`src/rtl/cmcu_pkg.sv`:
```
package cmcu_pkg;

  localparam int DEF_CHAIN_W = 3;
  localparam int DEF_OFS_W   = 2;
  localparam int DEF_NX      = 4;
  localparam int DEF_NY      = 8;
  localparam int DEF_NRULE   = 7;
  localparam int DEF_ADDR_W  = DEF_CHAIN_W + DEF_OFS_W;
  localparam int DEF_WORD_W  = DEF_NY + 2;
  localparam int DEF_DEPTH   = 1 << DEF_ADDR_W;
  localparam int DEF_RULE_W  = DEF_CHAIN_W + 2 * DEF_NX + DEF_ADDR_W;

  // sequencing action chosen for the current word
  typedef enum logic [1:0] {
    ACT_HOLD = 2'd0,
    ACT_STEP = 2'd1,
    ACT_JUMP = 2'd2,
    ACT_TRAP = 2'd3
  } act_e;

  function automatic logic [DEF_WORD_W-1:0] mword(logic fin, logic stp, logic [DEF_NY-1:0] y);
    return {fin, stp, y};
  endfunction

  // sample microprogram: five chains, address = chain*4 + offset
  function automatic logic [DEF_DEPTH*DEF_WORD_W-1:0] def_store();
    logic [DEF_DEPTH*DEF_WORD_W-1:0] s;
    s = '0;
    s[ 0*DEF_WORD_W +: DEF_WORD_W] = mword(1'b0, 1'b1, 8'h01);
    s[ 1*DEF_WORD_W +: DEF_WORD_W] = mword(1'b0, 1'b1, 8'h02);
    s[ 2*DEF_WORD_W +: DEF_WORD_W] = mword(1'b0, 1'b0, 8'h03);
    s[ 4*DEF_WORD_W +: DEF_WORD_W] = mword(1'b0, 1'b1, 8'h10);
    s[ 5*DEF_WORD_W +: DEF_WORD_W] = mword(1'b0, 1'b1, 8'h11);
    s[ 6*DEF_WORD_W +: DEF_WORD_W] = mword(1'b0, 1'b1, 8'h12);
    s[ 7*DEF_WORD_W +: DEF_WORD_W] = mword(1'b0, 1'b0, 8'h13);
    s[ 8*DEF_WORD_W +: DEF_WORD_W] = mword(1'b0, 1'b1, 8'h20);
    s[ 9*DEF_WORD_W +: DEF_WORD_W] = mword(1'b0, 1'b0, 8'h21);
    s[12*DEF_WORD_W +: DEF_WORD_W] = mword(1'b0, 1'b1, 8'h30);
    s[13*DEF_WORD_W +: DEF_WORD_W] = mword(1'b0, 1'b1, 8'h31);
    s[14*DEF_WORD_W +: DEF_WORD_W] = mword(1'b0, 1'b0, 8'h32);
    s[16*DEF_WORD_W +: DEF_WORD_W] = mword(1'b0, 1'b1, 8'h40);
    s[17*DEF_WORD_W +: DEF_WORD_W] = mword(1'b0, 1'b1, 8'h41);
    s[18*DEF_WORD_W +: DEF_WORD_W] = mword(1'b1, 1'b0, 8'hC2);
    return s;
  endfunction

  function automatic logic [DEF_RULE_W-1:0] rule(int c, int m, int v, int t);
    return {DEF_CHAIN_W'(c), DEF_NX'(m), DEF_NX'(v), DEF_ADDR_W'(t)};
  endfunction

  // rule entry: {chain, mask, value, target}; index 0 has top priority
  function automatic logic [DEF_NRULE*DEF_RULE_W-1:0] def_rules();
    logic [DEF_NRULE*DEF_RULE_W-1:0] r;
    r = '0;
    r[0*DEF_RULE_W +: DEF_RULE_W] = rule(0, 4'h1, 4'h1, 4);
    r[1*DEF_RULE_W +: DEF_RULE_W] = rule(0, 4'h1, 4'h0, 8);
    r[2*DEF_RULE_W +: DEF_RULE_W] = rule(1, 4'h2, 4'h2, 13);
    r[3*DEF_RULE_W +: DEF_RULE_W] = rule(1, 4'h0, 4'h0, 16);
    r[4*DEF_RULE_W +: DEF_RULE_W] = rule(2, 4'h0, 4'h0, 16);
    r[5*DEF_RULE_W +: DEF_RULE_W] = rule(3, 4'hC, 4'hC, 0);
    r[6*DEF_RULE_W +: DEF_RULE_W] = rule(3, 4'h4, 4'h4, 17);
    return r;
  endfunction

endpackage

```
`src/rtl/cmcu_rst_sync.sv`:
```
module cmcu_rst_sync (
  input  logic clk,
  input  logic rst_n,
  output logic rst_n_s
);

  logic [1:0] sh_q;

  always_ff @(posedge clk or negedge rst_n) begin
    if (!rst_n) sh_q <= 2'b00;
    else        sh_q <= {sh_q[0], 1'b1};
  end

  assign rst_n_s = sh_q[1];

endmodule

```
`src/rtl/cmcu_ctrl_store.sv`:
```
module cmcu_ctrl_store #(
  parameter int ADDR_W = 5,
  parameter int WORD_W = 10,
  parameter logic [(1<<ADDR_W)*WORD_W-1:0] INIT = '0
) (
  input  logic              clk,
  input  logic              rst_n,
  input  logic              rd_en,
  input  logic [ADDR_W-1:0] raddr,
  output logic [WORD_W-1:0] rdata
);

  localparam int DEPTH = 1 << ADDR_W;

  logic [WORD_W-1:0] rom [DEPTH];

  for (genvar g = 0; g < DEPTH; g++) begin : g_word
    assign rom[g] = INIT[g*WORD_W +: WORD_W];
  end

  // synchronous read: word appears one edge after its address
  always_ff @(posedge clk or negedge rst_n) begin
    if (!rst_n)     rdata <= '0;
    else if (rd_en) rdata <= rom[raddr];
  end

endmodule

```
`src/rtl/cmcu_branch.sv`:
```
module cmcu_branch #(
  parameter int CHAIN_W = 3,
  parameter int OFS_W   = 2,
  parameter int NX      = 4,
  parameter int NRULE   = 7,
  parameter logic [NRULE*(2*CHAIN_W+OFS_W+2*NX)-1:0] RULES = '0
) (
  input  logic [CHAIN_W-1:0]       chain,
  input  logic [NX-1:0]            cond,
  output logic                     hit,
  output logic [CHAIN_W+OFS_W-1:0] tgt
);

  localparam int ADDR_W = CHAIN_W + OFS_W;
  localparam int RULE_W = CHAIN_W + 2 * NX + ADDR_W;

  logic [NRULE-1:0]  hit_vec;
  logic [ADDR_W-1:0] tgt_arr [NRULE];

  for (genvar i = 0; i < NRULE; i++) begin : g_rule
    logic [RULE_W-1:0]  ent;
    logic [CHAIN_W-1:0] e_chain;
    logic [NX-1:0]      e_mask;
    logic [NX-1:0]      e_val;
    assign ent        = RULES[i*RULE_W +: RULE_W];
    assign tgt_arr[i] = ent[ADDR_W-1:0];
    assign e_val      = ent[ADDR_W +: NX];
    assign e_mask     = ent[ADDR_W+NX +: NX];
    assign e_chain    = ent[ADDR_W+2*NX +: CHAIN_W];
    assign hit_vec[i] = (e_chain == chain) && ((cond & e_mask) == (e_val & e_mask));
  end

  // lowest index wins: scan downward so the last write is the winner
  always_comb begin
    hit = 1'b0;
    tgt = '0;
    for (int i = NRULE - 1; i >= 0; i--) begin
      if (hit_vec[i]) begin
        hit = 1'b1;
        tgt = tgt_arr[i];
      end
    end
  end

endmodule

```
`src/rtl/cmcu_addr_regs.sv`:
```
module cmcu_addr_regs
  import cmcu_pkg::*;
#(
  parameter int CHAIN_W = 3,
  parameter int OFS_W   = 2
) (
  input  logic                     clk,
  input  logic                     rst_n,
  input  logic                     start,
  input  logic                     stp,
  input  logic                     fin,
  input  logic                     hit,
  input  logic [CHAIN_W+OFS_W-1:0] tgt,
  output logic [CHAIN_W-1:0]       rg_q,
  output logic [OFS_W-1:0]         ct_q,
  output logic                     fetch,
  output logic                     err,
  output logic [CHAIN_W+OFS_W-1:0] nxt_addr,
  output logic                     rd_en
);

  logic [CHAIN_W-1:0] rg_d;
  logic [OFS_W-1:0]   ct_d;
  logic               tf_q, tf_d;
  logic               er_q, er_d;
  logic               ld_en;
  act_e               act;

  always_comb begin
    rg_d = rg_q;
    ct_d = ct_q;
    tf_d = tf_q;
    er_d = er_q;
    act  = ACT_HOLD;
    if (start) begin
      rg_d = '0;
      ct_d = '0;
      tf_d = 1'b1;
      er_d = 1'b0;
    end else if (tf_q) begin
      if (fin) begin
        tf_d = 1'b0;
      end else if (stp) begin
        act  = ACT_STEP;
        ct_d = ct_q + OFS_W'(1);
      end else if (hit) begin
        act          = ACT_JUMP;
        {rg_d, ct_d} = tgt;
      end else begin
        act  = ACT_TRAP;
        er_d = 1'b1;
        tf_d = 1'b0;
      end
    end
  end

  assign ld_en    = start | tf_q;
  assign nxt_addr = {rg_d, ct_d};
  assign rd_en    = start | (act == ACT_STEP) | (act == ACT_JUMP);

  always_ff @(posedge clk or negedge rst_n) begin
    if (!rst_n) begin
      rg_q <= '0;
      ct_q <= '0;
      tf_q <= 1'b0;
      er_q <= 1'b0;
    end else if (ld_en) begin
      rg_q <= rg_d;
      ct_q <= ct_d;
      tf_q <= tf_d;
      er_q <= er_d;
    end
  end

  assign fetch = tf_q;
  assign err   = er_q;

endmodule

```
`src/rtl/cmcu_seq.sv`:
```
module cmcu_seq
  import cmcu_pkg::*;
#(
  parameter int CHAIN_W = DEF_CHAIN_W,
  parameter int OFS_W   = DEF_OFS_W,
  parameter int NX      = DEF_NX,
  parameter int NY      = DEF_NY,
  parameter int NRULE   = DEF_NRULE,
  parameter logic [(1<<(CHAIN_W+OFS_W))*(NY+2)-1:0] STORE_INIT = def_store(),
  parameter logic [NRULE*(2*CHAIN_W+OFS_W+2*NX)-1:0] RULES    = def_rules()
) (
  input  logic          clk,
  input  logic          rst_n,
  input  logic          start,
  input  logic [NX-1:0] cond,
  output logic          fetch,
  output logic          err,
  output logic [NY-1:0] uops
);

  localparam int ADDR_W = CHAIN_W + OFS_W;
  localparam int WORD_W = NY + 2;

  logic               rst_n_s;
  logic [CHAIN_W-1:0] rg_q;
  logic [OFS_W-1:0]   ct_q;
  logic [ADDR_W-1:0]  nxt_addr;
  logic [ADDR_W-1:0]  tgt;
  logic               hit;
  logic               rd_en;
  logic [WORD_W-1:0]  mi_q;
  logic               mi_y0;
  logic               mi_ye;

  cmcu_rst_sync u_rst (
    .clk     (clk),
    .rst_n   (rst_n),
    .rst_n_s (rst_n_s)
  );

  cmcu_branch #(
    .CHAIN_W (CHAIN_W),
    .OFS_W   (OFS_W),
    .NX      (NX),
    .NRULE   (NRULE),
    .RULES   (RULES)
  ) u_br (
    .chain (rg_q),
    .cond  (cond),
    .hit   (hit),
    .tgt   (tgt)
  );

  cmcu_addr_regs #(
    .CHAIN_W (CHAIN_W),
    .OFS_W   (OFS_W)
  ) u_regs (
    .clk      (clk),
    .rst_n    (rst_n_s),
    .start    (start),
    .stp      (mi_y0),
    .fin      (mi_ye),
    .hit      (hit),
    .tgt      (tgt),
    .rg_q     (rg_q),
    .ct_q     (ct_q),
    .fetch    (fetch),
    .err      (err),
    .nxt_addr (nxt_addr),
    .rd_en    (rd_en)
  );

  cmcu_ctrl_store #(
    .ADDR_W (ADDR_W),
    .WORD_W (WORD_W),
    .INIT   (STORE_INIT)
  ) u_store (
    .clk   (clk),
    .rst_n (rst_n_s),
    .rd_en (rd_en),
    .raddr (nxt_addr),
    .rdata (mi_q)
  );

  assign mi_y0 = mi_q[NY];
  assign mi_ye = mi_q[NY+1];
  assign uops  = fetch ? mi_q[NY-1:0] : '0;

endmodule

```
`config.mk`:
```
export PLATFORM = sky130hd
export DESIGN_NAME = cmcu_seq
export DESIGN_NICKNAME = d
export VERILOG_FILES = /design/src/rtl/cmcu_pkg.sv /design/src/rtl/cmcu_rst_sync.sv /design/src/rtl/cmcu_ctrl_store.sv /design/src/rtl/cmcu_branch.sv /design/src/rtl/cmcu_addr_regs.sv /design/src/rtl/cmcu_seq.sv
export SDC_FILE = /design/constraint.sdc
export NUM_CORES = 1
export LEC_CHECK = 0
export BUFFER_PORTS_ARGS = -buffer_cell sky130_fd_sc_hd__buf_4
export CAP_MARGIN = 0
export CORE_ASPECT_RATIO = 0.8
export CORE_UTILIZATION = 57
export DETAILED_ROUTE_END_ITERATION = 8
export GPL_TIMING_DRIVEN = 1
export PLACE_DENSITY = 0.78
export SETUP_SLACK_MARGIN = 0.3
export SLEW_MARGIN = 20
export SYNTH_ARGS = -nofsm -noshare
export SYNTH_HDL_FRONTEND = slang
export SYNTH_SLANG_ARGS = --single-unit
```
`constraint.sdc`:
```
create_clock -name clk -period 1.9 [get_ports clk]
set_input_delay 0.19 -clock clk [delete_from_list [all_inputs] [get_ports clk]]
set_output_delay 0.19 -clock clk [all_outputs]
set_load 0.005 [all_outputs]
```
==> results of run 1 <==
-- synthesized netlist by cell type (2+ instances only) --
cell type / instances / area share (%)
a2111oi_0: 2 / 1.5
o2bb2ai_1: 2 / 1.5
ha_1: 4 / 4.3
mux2i_1: 2 / 1.7
a22oi_1: 2 / 1.3
o21ai_0: 2 / 0.86
inv_2: 2 / 0.65
o211ai_1: 3 / 1.9
dfrtp_1: 16 / 34
nor2_1: 10 / 3.2
buf_2: 3 / 1.3
nand3b_1: 2 / 1.3
nand2_1: 16 / 5.2
a21oi_1: 3 / 1.3
nand3_1: 3 / 1.3
inv_1: 6 / 1.9
buf_4: 2 / 1.3
and2_1: 6 / 3.2
nor2b_1: 6 / 3.2
conb_1: 2 / 0.65
a31oi_1: 2 / 1.1
-- through the flow --
| step | utilization (%) | instance area (um2) | setup TNS [ns] | hold slack [ns] | worst slack [ns] |
|---|---|---|---|---|---|
| after detailed placement | 79.4 | 1500 | -0.863 | -0.0246 | -0.265 |
| after floorplan | - | 1180 | -0.410 | -0.106 | -0.324 |
| after global placement | 79.4 | 1500 | -0.276 | -0.0278 | -0.101 |
| after CTS | 88.9 | 1680 | -0.198 | 0.218 | -0.132 |
-- metal layers --
| metal | track usage [%] | overflow |
|---|---|---|
| met4 | 66.3 | 2 |
| met2 | 86.8 | 7 |
| met5 | 0 | 0 |
| met3 | 53.3 | 0 |
| met1 | 76.5 | 0 |
-- logic make-up after synthesis --
group / count (synthesis) / synth area share [%]
buffers and inverters: 15 / 6.45
AO/OA/AOI/OAI: 30 / 22.5
flip-flops: 16 / 34.4
multiplexers: 5 / 5.16
other: 2 / 0.645
XOR/XNOR: 1 / 0.753
AND/OR/NAND/NOR: 54 / 25.8
adder cells (fa/ha/maj): 4 / 4.30
-- repair_timing --
action / 4_1_cts
pin swaps: 10
gates resized for setup: 23
hold buffers: 1
endpoints found under the hold margin: 2
setup endpoints to repair: 9
buffers inserted: 7
==> summary.txt, run 1 <==
post-synthesis register bit count = 16
main flop type after synthesis = dfrtp_1
Die X = 52.5 um
YS warnings = 0
CTS H-Tree Depth = 1
RePlAce Congestion = 0.950
Initial Utilization = 61.5%
Die Ht = 42.4 um
CTS root buffer = clkbuf_4
largest net degree at the start of global routing = 15
syn_area_per_cell = 9.16 um2
last step reached = global routing (5_1_grt)
post-synthesis sequential area ratio = 34.4%
initial antenna violation count = 1
Max Buffers Root-to-Sink = 2
Post-Place Cells = 190
Post-DP HPWL = 2410 um
stop err = [ERROR GRT-0232] Routing congestion too high. Check the congestion heatmap in the GUI.
io pins = 17
worst ep type = register input
number of flops mapped to enable cells by yosys = 0
Worst EP post-GRT repair = u_store.rdata[8]$_DFFE_PN0P_/D
grt total ovfl = 9
GRT Overall Usage = 71.3%
Cells after Synth = 127
clock sink total = 16
FFs w/ async S/R, synth = 100%
post-synth cell types = 52
status = stopped before the end
cts bufs inserted = 3
I/O Buffers = 14
synthesized area = 0.00116 mm2
Std-Cell Rows = 14
==> run 2, diff against run 1 <==
--- a/config.mk
+++ b/config.mk
@@ -7,12 +7,11 @@
 export LEC_CHECK = 0
 export BUFFER_PORTS_ARGS = -buffer_cell sky130_fd_sc_hd__buf_4
 export CAP_MARGIN = 0
-export CORE_ASPECT_RATIO = 0.8
-export CORE_UTILIZATION = 57
+export CORE_AREA = 2 2 63 65
 export DETAILED_ROUTE_END_ITERATION = 8
+export DIE_AREA = 0 0 65 67
 export GPL_TIMING_DRIVEN = 1
-export PLACE_DENSITY = 0.78
-export SETUP_SLACK_MARGIN = 0.3
+export PLACE_DENSITY_LB_ADDON = 0.15
 export SLEW_MARGIN = 20
 export SYNTH_ARGS = -nofsm -noshare
 export SYNTH_HDL_FRONTEND = slang
==> run 2 against run 1 <==
  * The flow now finishes, with violations (setup timing)
  * Area after synthesis unchanged
  * Synthesized cell count unchanged
==> summary.txt, run 2 <==
drt drc = 0
Worst slew margin = 58.7%
failing checks = setup timing
post-synth cell types = 52 (unchanged)
CP startpoint kind = flip-flop
io pins = 17 (unchanged)
Fmax = 482 MHz
synthesized area = 0.00116 mm2 (unchanged)
YS warnings = 0 (unchanged)
first drt pass iteration count = 4
die area = 0.00436 mm2
number of global-route vias before repair = 1,113
Area Overhead vs Synth = 45.9%
Final setup viols = 3
Max Buffers Root-to-Sink = 2 (unchanged)
post-synthesis sequential area ratio = 34.4% (unchanged)
Net Switching = 596 uW
max-cap viol count = 0
simple-gate portion of the synthesized area = 25.8% (unchanged)
TritonCTS clock tree = built
Setup crit end kind = flip-flop
Clk network pwr share = 15.6%
via count = 1,089
pwr/cell area = 982 mW/mm2
largest net degree at the start of global routing = 15
Clk Latency, worst-skew pair = 0.25 ns
Initial Utilization = 32.3% (-29 points)
Routed wire per std cell = 13.8 um
final hold violations = 0
status = complete, but fails checks
CTS H-Tree Depth = 1 (unchanged)
cts bufs inserted = 3 (unchanged)
sequential share of power = 27.9%
cells along the critical path = and3b_2 -> buf_12 -> nor4_4 -> mux2_4 -> o221a_4 -> a221oi_4 -> a21oi_2
routed vias/inst = 4.86
area leader, netlist = dfrtp_1
Lkg Pwr = 0.754 nW
mux cell area share after synthesis = 5.16% (unchanged)
Final WS setup = -0.174 ns
R2R Setup Slk = -0.17 ns
Non-Filler Instances = 224
main flop type after synthesis = dfrtp_1
commonest cells after routing, fill and taps aside = buf_4 (49), nand2_1 (15), dfrtp_1 (14), nor2_1 (7)
Hold Crit Class = reg -> async
Post-Place Cells = 214 (+13%)
synthesized-area fraction occupied by xor and xnor cells = 0.753% (unchanged)
grt total ovfl = 0
sw frac = 35.8%
synth cell count leaders = dfrtp_1 (16), nand2_1 (16), nor2_1 (10)
GRT Overall Usage = 15.9%
Std-Cell Rows = 22 (+8)
Antenna diodes = 0
Slowest-stage cell, CP = dfrtp_1
Iteration-0 DRC Markers = 42
nets = 189
RePlAce Congestion = 0.847 (-11%)
Core Region = 0.00361 mm2
overall routed net length = 3090 um
total of fill cells in the finished design = 345
post-synth top area share = 34.4% (unchanged)
Die Ht = 67 um (+58%)
max FFs per register = 7
Compound-Gate Fraction of Synth Area = 22.5% (unchanged)
Arr. time, crit path = 2.20 ns
Worst path max stage delay = 0.37 ns
Die X = 65 um (+24%)
biggest regs = u_store.rdata x7, u_regs.rg_q x3
initial antenna violation count = 0
Critical Path RT = 2.03 ns
RSZ-0062 raised after global routing = true
Cells after Synth = 127 (unchanged)
CTS root buffer = clkbuf_8
top cells by area, synth = dfrtp_1 (34%), nand2_1 (5.2%), ha_1 (4.3%), and2_1 (3.2%), nor2_1 (3.2%)
PnR Total Power = 1.67 mW
Tmin final = 2.07 ns
syn_area_per_cell = 9.16 um2 (unchanged)
critical path type = reg -> reg
Slew Limit Fails = 0
clock sink total = 16 (unchanged)
FFs w/ async S/R, synth = 100% (unchanged)
post-synthesis register bit count = 16 (unchanged)
logic gate share of total power = 56.5%
most common cell after layout, fill and taps aside = buf_4
Synth Area in Adders = 4.30% (unchanged)
Post-DP HPWL = 2230 um (-7.2%)
total internal power = 1.07 mW
layout cell share with drive strength beyond 1 = 49.4%
largest family of logic cells by synthesized area = simple AND/OR/NAND/NOR gates
critical path peak fanout = 5
Clock Skews = 0.00366 ns
ANT nets after route = 0
number of flops mapped to enable cells by yosys = 0 (unchanged)
first-pass GRT wire length = 5230 um
fin crit share = 109%
I/O Buffers = 14 (unchanged)
Peak VDD IR = 0.419 mV
register with the most flip-flops = u_store.rdata
Slew @ Worst Pin = 0.619 ns
Clock transition at path regs = 0.07 ns
run 2: cell counts after synthesis:
No cell type changed its count.
run 2: logic make-up after synthesis:
logic type / Yosys count
AND/OR/NAND/NOR: 54
XOR/XNOR: 1
adder cells (fa/ha/maj): 4
flip-flops: 16
buffers and inverters: 15
other: 2
multiplexers: 5
AO/OA/AOI/OAI: 30
run 2: routing by layer:
layer | wire length (um) | global-route usage, % | share of wire (%)
met3 | 80 | 1.52 | 2.6
met1 | 1400 | 19.4 | 45
met2 | 1560 | 28.4 | 51
met5 | 0 | 0 | 0
met4 | 43 | 6.91 | 1.4
run 2: final timing paths:
path | startpoint | end | depth (start not counted)
min in group clk | start | u_regs.ct_q[0]$_DFFE_PN0P_ | 2
max | u_regs.rg_q[1]$_DFFE_PN0P_ | u_store.rdata[8]$_DFFE_PN0P_ | 7
max in group asynchronous | u_rst.sh_q[1]$_DFF_PN0_ | u_store.rdata[8]$_DFFE_PN0P_ | 0
min reg2reg | u_rst.sh_q[1]$_DFF_PN0_ | u_store.rdata[6]$_DFFE_PN0P_ | 0
max reg2reg | u_regs.rg_q[1]$_DFFE_PN0P_ | u_store.rdata[8]$_DFFE_PN0P_ | 7
min | u_rst.sh_q[1]$_DFF_PN0_ | u_store.rdata[6]$_DFFE_PN0P_ | 0
run 2: power by group through the flow:
stage	Sequential, mW	Clock (mW)	Combinational (mW)
2_1_floorplan	0.448	0	0.517
6_report	0.465	0.260	0.942
3_5_place_dp	0.468	0	0.837
5_1_grt	0.476	0.283	1.02
3_3_place_gp	0.469	0	0.834
4_1_cts	0.463	0.265	0.869
run 2: worst max-delay path: cells and delay by family, from the launching register on:
kind	cells	cell delay, ns
AOI/OAI and AO/OA	3	0.64
and+or+nand+nor	2	0.43
DFF	1	0.37
muxes	1	0.37
buffers and inverters	1	0.14
run 2: area by class of cell:
type	count	area, um2	share of cell area (%)
Inverter	8	30.0	1.77
Timing Repair Buffer	52	409	24.1
Multi-Input combinational cell	97	754	44.4
Tap cell	48	60.1	3.54
Sequential cell	16	403	23.7
Clock buffer	3	41.3	2.43
run 2: what timing repair did:
action,CTS,global route
resized for setup,4,14
hold buffers,1,0
setup buffers,3,3
hold endpoints to repair,2,0
pin swaps,2,9
endpoints found under the setup margin,5,7
run 2: per-stage QoR:
step                instance area, um2  TNS [ns]  hold slack [ns]  utilization [%]  worst slack [ns]
detailed placement                1540    -0.272          -0.0260             42.8            -0.141
finish                            1700    -0.305            0.246             47.1            -0.174
global placement                  1540    -0.231          -0.0283             42.8            -0.108
global route                      1700    -0.732            0.251             47.1            -0.267
CTS                               1630    -0.217            0.232             45.2            -0.141
floorplan                         1180    -0.410           -0.106                -            -0.324
Power figures use the tool's default switching activity.
==> run 3, diff against run 2 <==
--- a/config.mk
+++ b/config.mk
@@ -8,10 +8,12 @@
 export BUFFER_PORTS_ARGS = -buffer_cell sky130_fd_sc_hd__buf_4
 export CAP_MARGIN = 0
 export CORE_AREA = 2 2 63 65
+export CTS_CLUSTER_DIAMETER = 30
 export DETAILED_ROUTE_END_ITERATION = 8
 export DIE_AREA = 0 0 65 67
 export GPL_TIMING_DRIVEN = 1
 export PLACE_DENSITY_LB_ADDON = 0.15
+export SETUP_SLACK_MARGIN = 0.1
 export SLEW_MARGIN = 20
 export SYNTH_ARGS = -nofsm -noshare
 export SYNTH_HDL_FRONTEND = slang
==> run 3 against run 2 <==
  * The run still ends with setup timing left
  * Register-to-register slack improved by 0.02 ns
  * Cell area grew 2.1%
  * Flip-flop and latch count unchanged
  * Wire length rose by 0.81%
  * Largest cell class unchanged
  * Global-route usage up 0.37 points
==> summary.txt, run 3 (same netlist as run 2, synthesis figures left out) <==
status = complete, but fails checks
Arr. time, crit path = 2.18 ns (-0.02 ns)
register with the most flip-flops = u_store.rdata
Clk Latency, worst-skew pair = 0.25 ns (about the same)
sw frac = 35.3% (-0.45 points)
dpl cell area = 0.00154 mm2 (unchanged)
Core Region = 0.00361 mm2 (unchanged)
Multi-input gate area = 777 um2 (+3.0%)
worst flop-to-flop path endpoint = u_store.rdata[8]$_DFFE_PN0P_
RePlAce Congestion = 0.848 (+0.13%)
failing checks = setup timing
CP startpoint kind = flip-flop
setup TNS = -0.207 ns (+0.0979 ns)
max FFs per register = 7 (unchanged)
sequential share of power = 27.4% (-0.5 points)
nets = 189 (unchanged)
post-route cell area = 0.00173 mm2 (+2.1%)
commonest cells after routing, fill and taps aside = buf_4 (45), nand2_1 (15), dfrtp_1 (15)
routed vias/inst = 4.92 (+1.3%)
Lkg Pwr = 0.758 nW (+0.54%)
cts bufs inserted = 3 (unchanged)
Worst slew margin = 60.7% (+2.0 points)
most common cell after layout, fill and taps aside = buf_4
CTS H-Tree Depth = 1 (unchanged)
Critical Path RT = 2.03 ns (about the same)
Setup crit end kind = flip-flop
critical path type = reg -> reg
I/O Buffers = 14 (unchanged)
clock sink total = 16 (unchanged)
critical path peak fanout = 3 (-2)
Clk network pwr share = 14.5% (-1.1 points)
cells along the critical path = and3b_2 -> buf_12 -> nor4_4 -> mux2_4 -> o221a_4 -> a221oi_2 -> a21oi_2
Net Switching = 603 uW (+1.2%)
Antenna diodes = 0 (unchanged)
Worst Hold Depth = 2
Final setup viols = 3 (unchanged)
total internal power = 1.11 mW (+3.2%)
Tmin final = 2.05 ns (-0.0249 ns)
logic gate share of total power = 58.1% (+1.6 points)
ANT nets after route = 0 (unchanged)
Post-Place Cells = 214 (unchanged)
Max Buffers Root-to-Sink = 2 (unchanged)
Slew Limit Fails = 0 (unchanged)
initial antenna violation count = 0 (unchanged)
Clock transition at path regs = 0.06 ns (about the same)
biggest regs = u_store.rdata x7, u_regs.rg_q x3
Peak VDD IR = 0.407 mV (-2.9%)
register area = 402 um2 (-0.31%)
R2R Setup Slk = -0.15 ns (+0.02 ns)
Area Overhead vs Synth = 49.0%
Final WS setup = -0.149 ns (+0.0249 ns)
Std-Cell Rows = 22 (unchanged)
Slew @ Worst Pin = 0.589 ns (-0.0305 ns)
via count = 1,103 (+1.3%)
Worst path max stage delay = 0.38 ns (about the same)
TritonCTS clock tree = built
crit path launch = u_regs.rg_q[1]$_DFFE_PN0P_
final hold violations = 0 (unchanged)
Clock Skews = 0.00205 ns (-0.00160 ns)
Slowest-stage cell, CP = dfrtp_1
grt total ovfl = 0 (unchanged)
Die Ht = 67 um (unchanged)
io pins = 17 (unchanged)
GRT Overall Usage = 16.3% (+0.37 points)
RSZ-0062 raised after global routing = true
Die X = 65 um (unchanged)
first drt pass iteration count = 4 (unchanged)
fin crit share = 108% (-1.3 points)
max-cap viol count = 0 (unchanged)
drt drc = 0 (unchanged)
pwr/cell area = 985 mW/mm2 (+0.31%)
CTS root buffer = clkbuf_8
Non-Filler Instances = 224 (unchanged)
Iteration-0 DRC Markers = 39 (-7.1%)
overall routed net length = 3110 um (+0.81%)
Worst R2R Start = u_regs.rg_q[1]$_DFFE_PN0P_
first-pass GRT wire length = 5260 um (+0.52%)
Reg2Reg Depth = 7 (unchanged)
number of global-route vias before repair = 1,128 (+1.3%)
final core occ = 48.1% (+1.0 points)
largest net degree at the start of global routing = 15 (unchanged)
crit path capture = u_store.rdata[8]$_DFFE_PN0P_
Initial Utilization = 32.3% (unchanged)
Hold Crit Class = in -> reg
total of fill cells in the finished design = 345 (unchanged)
die area = 0.00436 mm2 (unchanged)
Fmax = 488 MHz (+1.2%)
layout cell share with drive strength beyond 1 = 48.9% (-0.57 points)
Post-DP HPWL = 2250 um (+0.71%)
pre-CTS setup slack = -0.152 ns (-0.0108 ns)
Routed wire per std cell = 13.9 um (+0.81%)
## run 3: cell types whose count changed in the layout (fill, tap and decap cells not counted), moves of 2 or more
| cell | previous run | this run |
|---|---|---|
| buf_4 | 49 | 45 |
| buf_6 | 1 | 5 |
| ha_2 | 3 | 1 |
| ha_4 | 0 | 2 |
| inv_1 | 4 | 6 |
| inv_2 | 4 | 2 |
| nor2_2 | 3 | 5 |
## run 3: how the worst min path moves through the flow
| stage | start | end | slack [ns] |
|---|---|---|---|
| 4_1_cts | start | u_regs.err$_DFFE_PN0P_ | 0.22 |
| 6_report | start | u_regs.err$_DFFE_PN0P_ | 0.23 |
| 2_1_floorplan | rst_n | u_rst.sh_q[0]$_DFF_PN0_ | -0.11 |
| 5_1_grt | start | u_regs.err$_DFFE_PN0P_ | 0.23 |
| 3_5_place_dp | rst_n | u_rst.sh_q[0]$_DFF_PN0_ | -0.03 |
| 3_3_place_gp | rst_n | u_rst.sh_q[0]$_DFF_PN0_ | -0.03 |
## run 3: worst max-delay path: cells and delay by family, from the launching register on
family / cells / cell delay [ns]
flip-flops: 1 / 0.38
multiplexers: 1 / 0.36
AND/OR/NAND/NOR: 2 / 0.44
buffers and inverters: 1 / 0.14
AO/OA/AOI/OAI: 3 / 0.63
## run 3: power by group through the flow
stage | clock network [mW] | logic (mW) | registers, mW
3_5_place_dp | 0 | 0.837 | 0.470
6_report | 0.248 | 0.992 | 0.468
3_3_place_gp | 0 | 0.834 | 0.469
5_1_grt | 0.275 | 1.09 | 0.479
2_1_floorplan | 0 | 0.517 | 0.448
4_1_cts | 0.260 | 0.912 | 0.464
## run 3: per-stage QoR
stage | hold slack [ns] | power, mW
global route | 0.231 | 1.84
finish | 0.229 | 1.71
detailed placement | -0.0259 | 1.31
floorplan | -0.106 | 0.965
global placement | -0.0282 | 1.30
CTS | 0.218 | 1.64
## run 3: timing repair
action | CTS | global route
hold buffers | 1 | 0
setup buffers | 5 | 1
setup endpoints to repair | 7 | 8
gates resized for setup | 8 | 13
endpoints found under the hold margin | 2 | 0
pin swaps | 6 | 9
## run 3: final cells by class
type / count / area share, %
repair buffers: 52 / 24.5
multi-input cells: 97 / 44.8
clock buffers: 3 / 2.38
flip-flops and latches: 16 / 23.2
inverters: 8 / 1.73
well taps: 48 / 3.46
## run 3: layer usage
layer  track usage (%)  vias up  routed length [um]
met5                 0        -                   0
met4              8.24        0                  75
met3              2.70        7                 110
met2              28.7       21                1560
met1              18.9      530                1360
li1                  -      545                   -
==> run 4, diff against run 3 <==
--- a/config.mk
+++ b/config.mk
@@ -7,6 +7,8 @@
 export LEC_CHECK = 0
 export BUFFER_PORTS_ARGS = -buffer_cell sky130_fd_sc_hd__buf_4
 export CAP_MARGIN = 0
+export CELL_PAD_IN_SITES_DETAIL_PLACEMENT = 1
+export CELL_PAD_IN_SITES_GLOBAL_PLACEMENT = 1
 export CORE_AREA = 2 2 63 65
 export CTS_CLUSTER_DIAMETER = 30
 export DETAILED_ROUTE_END_ITERATION = 8
==> run 4 against run 3 <==
  * The run still ends with setup timing left
  * Total power up 18%
  * Sequential share of layout area decreased by 2.2 points
  * Critical path type unchanged
  * Flip-flop and latch count unchanged
  * Cell area increased by 11%
  * Combinational power rose by 24%
==> summary.txt, run 4 (same netlist as run 2, synthesis figures left out) <==
status = complete, but fails checks
failing checks = setup timing
critical path type = reg -> reg
final hold violations = 0 (unchanged)
setup TNS = -0.652 ns (-0.445 ns)
grt total ovfl = 0 (unchanged)
Antenna diodes = 0 (unchanged)
Lkg Pwr = 0.871 nW (+15%)
Min Hold Slack = 0.250 ns (+0.0215 ns)
io pins = 17 (unchanged)
RePlAce Congestion = 0.872 (+2.8%)
PnR Total Power = 2.02 mW (+18%)
Clk Latency, worst-skew pair = 0.25 ns (about the same)
CP startpoint kind = flip-flop
via count = 1,184 (+7.3%)
Arr. time, crit path = 2.27 ns (+0.09 ns)
pre-CTS setup slack = -0.276 ns (-0.124 ns)
ANT nets after route = 0 (unchanged)
max-cap viol count = 0 (unchanged)
commonest cells after routing, fill and taps aside = buf_4 (55), nand2_1 (14), dfrtp_1 (13), buf_6 (8)
Die X = 65 um (unchanged)
dpl cell area = 0.00160 mm2 (+3.6%)
Post-Place Cells = 223 (+4.2%)
largest net degree at the start of global routing = 15 (unchanged)
Clock transition at path regs = 0.07 ns (about the same)
TritonCTS clock tree = built
Initial Utilization = 32.3% (unchanged)
overall routed net length = 4130 um (+33%)
post-route cell area = 0.00193 mm2 (+11%)
cts bufs inserted = 3 (unchanged)
Reg2Reg Depth = 9 (+2)
Routed wire per std cell = 17.3 um (+25%)
layout cell share with drive strength beyond 1 = 56.3% (+7.5 points)
Iteration-0 DRC Markers = 35 (-10%)
critical path peak fanout = 3 (unchanged)
Fmax = 469 MHz (-3.9%)
total internal power = 1.28 mW (+16%)
max FFs per register = 7 (unchanged)
nets = 202 (+6.9%)
Slew @ Worst Pin = 0.620 ns (+0.0309 ns)
Die Ht = 67 um (unchanged)
GRT Overall Usage = 20.6% (+4.3 points)
Core Region = 0.00361 mm2 (unchanged)
clock sink total = 16 (unchanged)
drt drc = 0 (unchanged)
Slew Limit Fails = 0 (unchanged)
Max Buffers Root-to-Sink = 2 (unchanged)
CTS H-Tree Depth = 1 (unchanged)
Worst slew margin = 58.7% (-2.1 points)
register with the most flip-flops = u_store.rdata
Peak VDD IR = 0.430 mV (+5.7%)
Clock Skews = 0.00639 ns (+0.00434 ns)
Tmin final = 2.13 ns (+0.0836 ns)
final core occ = 53.6% (+5.5 points)
Non-Filler Instances = 238 (+6.3%)
first-pass GRT wire length = 6680 um (+27%)
die area = 0.00436 mm2 (unchanged)
Post-DP HPWL = 2800 um (+24%)
routed vias/inst = 4.97 (+1.0%)
initial antenna violation count = 0 (unchanged)
fin crit share = 112% (+4.4 points)
logic gate share of total power = 61.0% (+2.9 points)
Critical Path RT = 2.04 ns (about the same)
sw frac = 36.6% (+1.3 points)
Final WS setup = -0.233 ns (-0.0836 ns)
number of global-route vias before repair = 1,329 (+18%)
RSZ-0062 raised after global routing = true
Area Overhead vs Synth = 66.0%
Hold Crit Class = reg -> async
biggest regs = u_store.rdata x7, u_regs.rg_q x3
Setup crit end kind = flip-flop
I/O Buffers = 14 (unchanged)
Final setup viols = 5 (+2)
Net Switching = 740 uW (+23%)
CTS root buffer = clkbuf_8
Clk network pwr share = 15.3% (+0.8 points)
first drt pass iteration count = 4 (unchanged)
pwr/cell area = 1050 mW/mm2 (+6.2%)
sequential share of power = 23.7% (-3.7 points)
most common cell after layout, fill and taps aside = buf_4
Std-Cell Rows = 22 (unchanged)
[run 4: cell count changes in the layout (fill, tap and decap cells not counted), moves of 2 or more]
cell | previous run | this run
buf_4 | 45 | 55
buf_6 | 5 | 8
dfrtp_1 | 15 | 13
dfrtp_2 | 1 | 3
nand2_4 | 0 | 2
[run 4: repair_timing]
action / CTS / global route
endpoints found under the hold margin: 2 / 0
gates resized for setup: 28 / 10
endpoints found under the setup margin: 7 / 8
pin swaps: 13 / 4
buffers inserted: 8 / 3
hold buffers: 1 / 0
[run 4: power by group through the flow]
stage	clock, mW	combinational (mW)	sequential (mW)
2_1_floorplan	0	0.517	0.448
3_3_place_gp	0	0.885	0.474
3_5_place_dp	0	0.911	0.479
4_1_cts	0.320	1.14	0.473
5_1_grt	0.335	1.32	0.491
6_report	0.309	1.23	0.479
[run 4: layer usage]
metal | vias up | global-route usage, % | wire length [um]
met5 | - | 0 | 0
met4 | 0 | 7.71 | 115
met3 | 11 | 2.53 | 79
met2 | 20 | 37.4 | 2100
met1 | 582 | 24.8 | 1840
li1 | 571 | - | -
[run 4: worst paths after layout]
kind                                           endpoint  slack, ns                  startpoint
max reg2reg                u_store.rdata[8]$_DFFE_PN0P_      -0.23  u_regs.rg_q[0]$_DFFE_PN0P_
min                        u_store.rdata[7]$_DFFE_PN0P_       0.25     u_rst.sh_q[1]$_DFF_PN0_
max                        u_store.rdata[8]$_DFFE_PN0P_      -0.23  u_regs.rg_q[0]$_DFFE_PN0P_
max in group asynchronous    u_regs.rg_q[0]$_DFFE_PN0P_       1.21     u_rst.sh_q[1]$_DFF_PN0_
min reg2reg                u_store.rdata[7]$_DFFE_PN0P_       0.25     u_rst.sh_q[1]$_DFF_PN0_
min in group clk                 u_regs.err$_DFFE_PN0P_       0.26                       start
[run 4: area by class of cell]
class                      instances  area, um2
sequential                        16        404
inverter                           8       30.0
multi-input combinational         97        850
timing repair buffer              65        533
clock buffer                       4       55.1
fill                             408       1670
tap                               48       60.1
[run 4: critical path: stages, from the launching register on]
cell and delay [ns]:
dfrtp_2 0.42, and3b_2 0.25, a211oi_4 0.26, o22ai_2 0.12, nor2_2 0.15, inv_2 0.08
ha_4 0.16, o221a_4 0.27, a221oi_4 0.25, a21oi_2 0.07
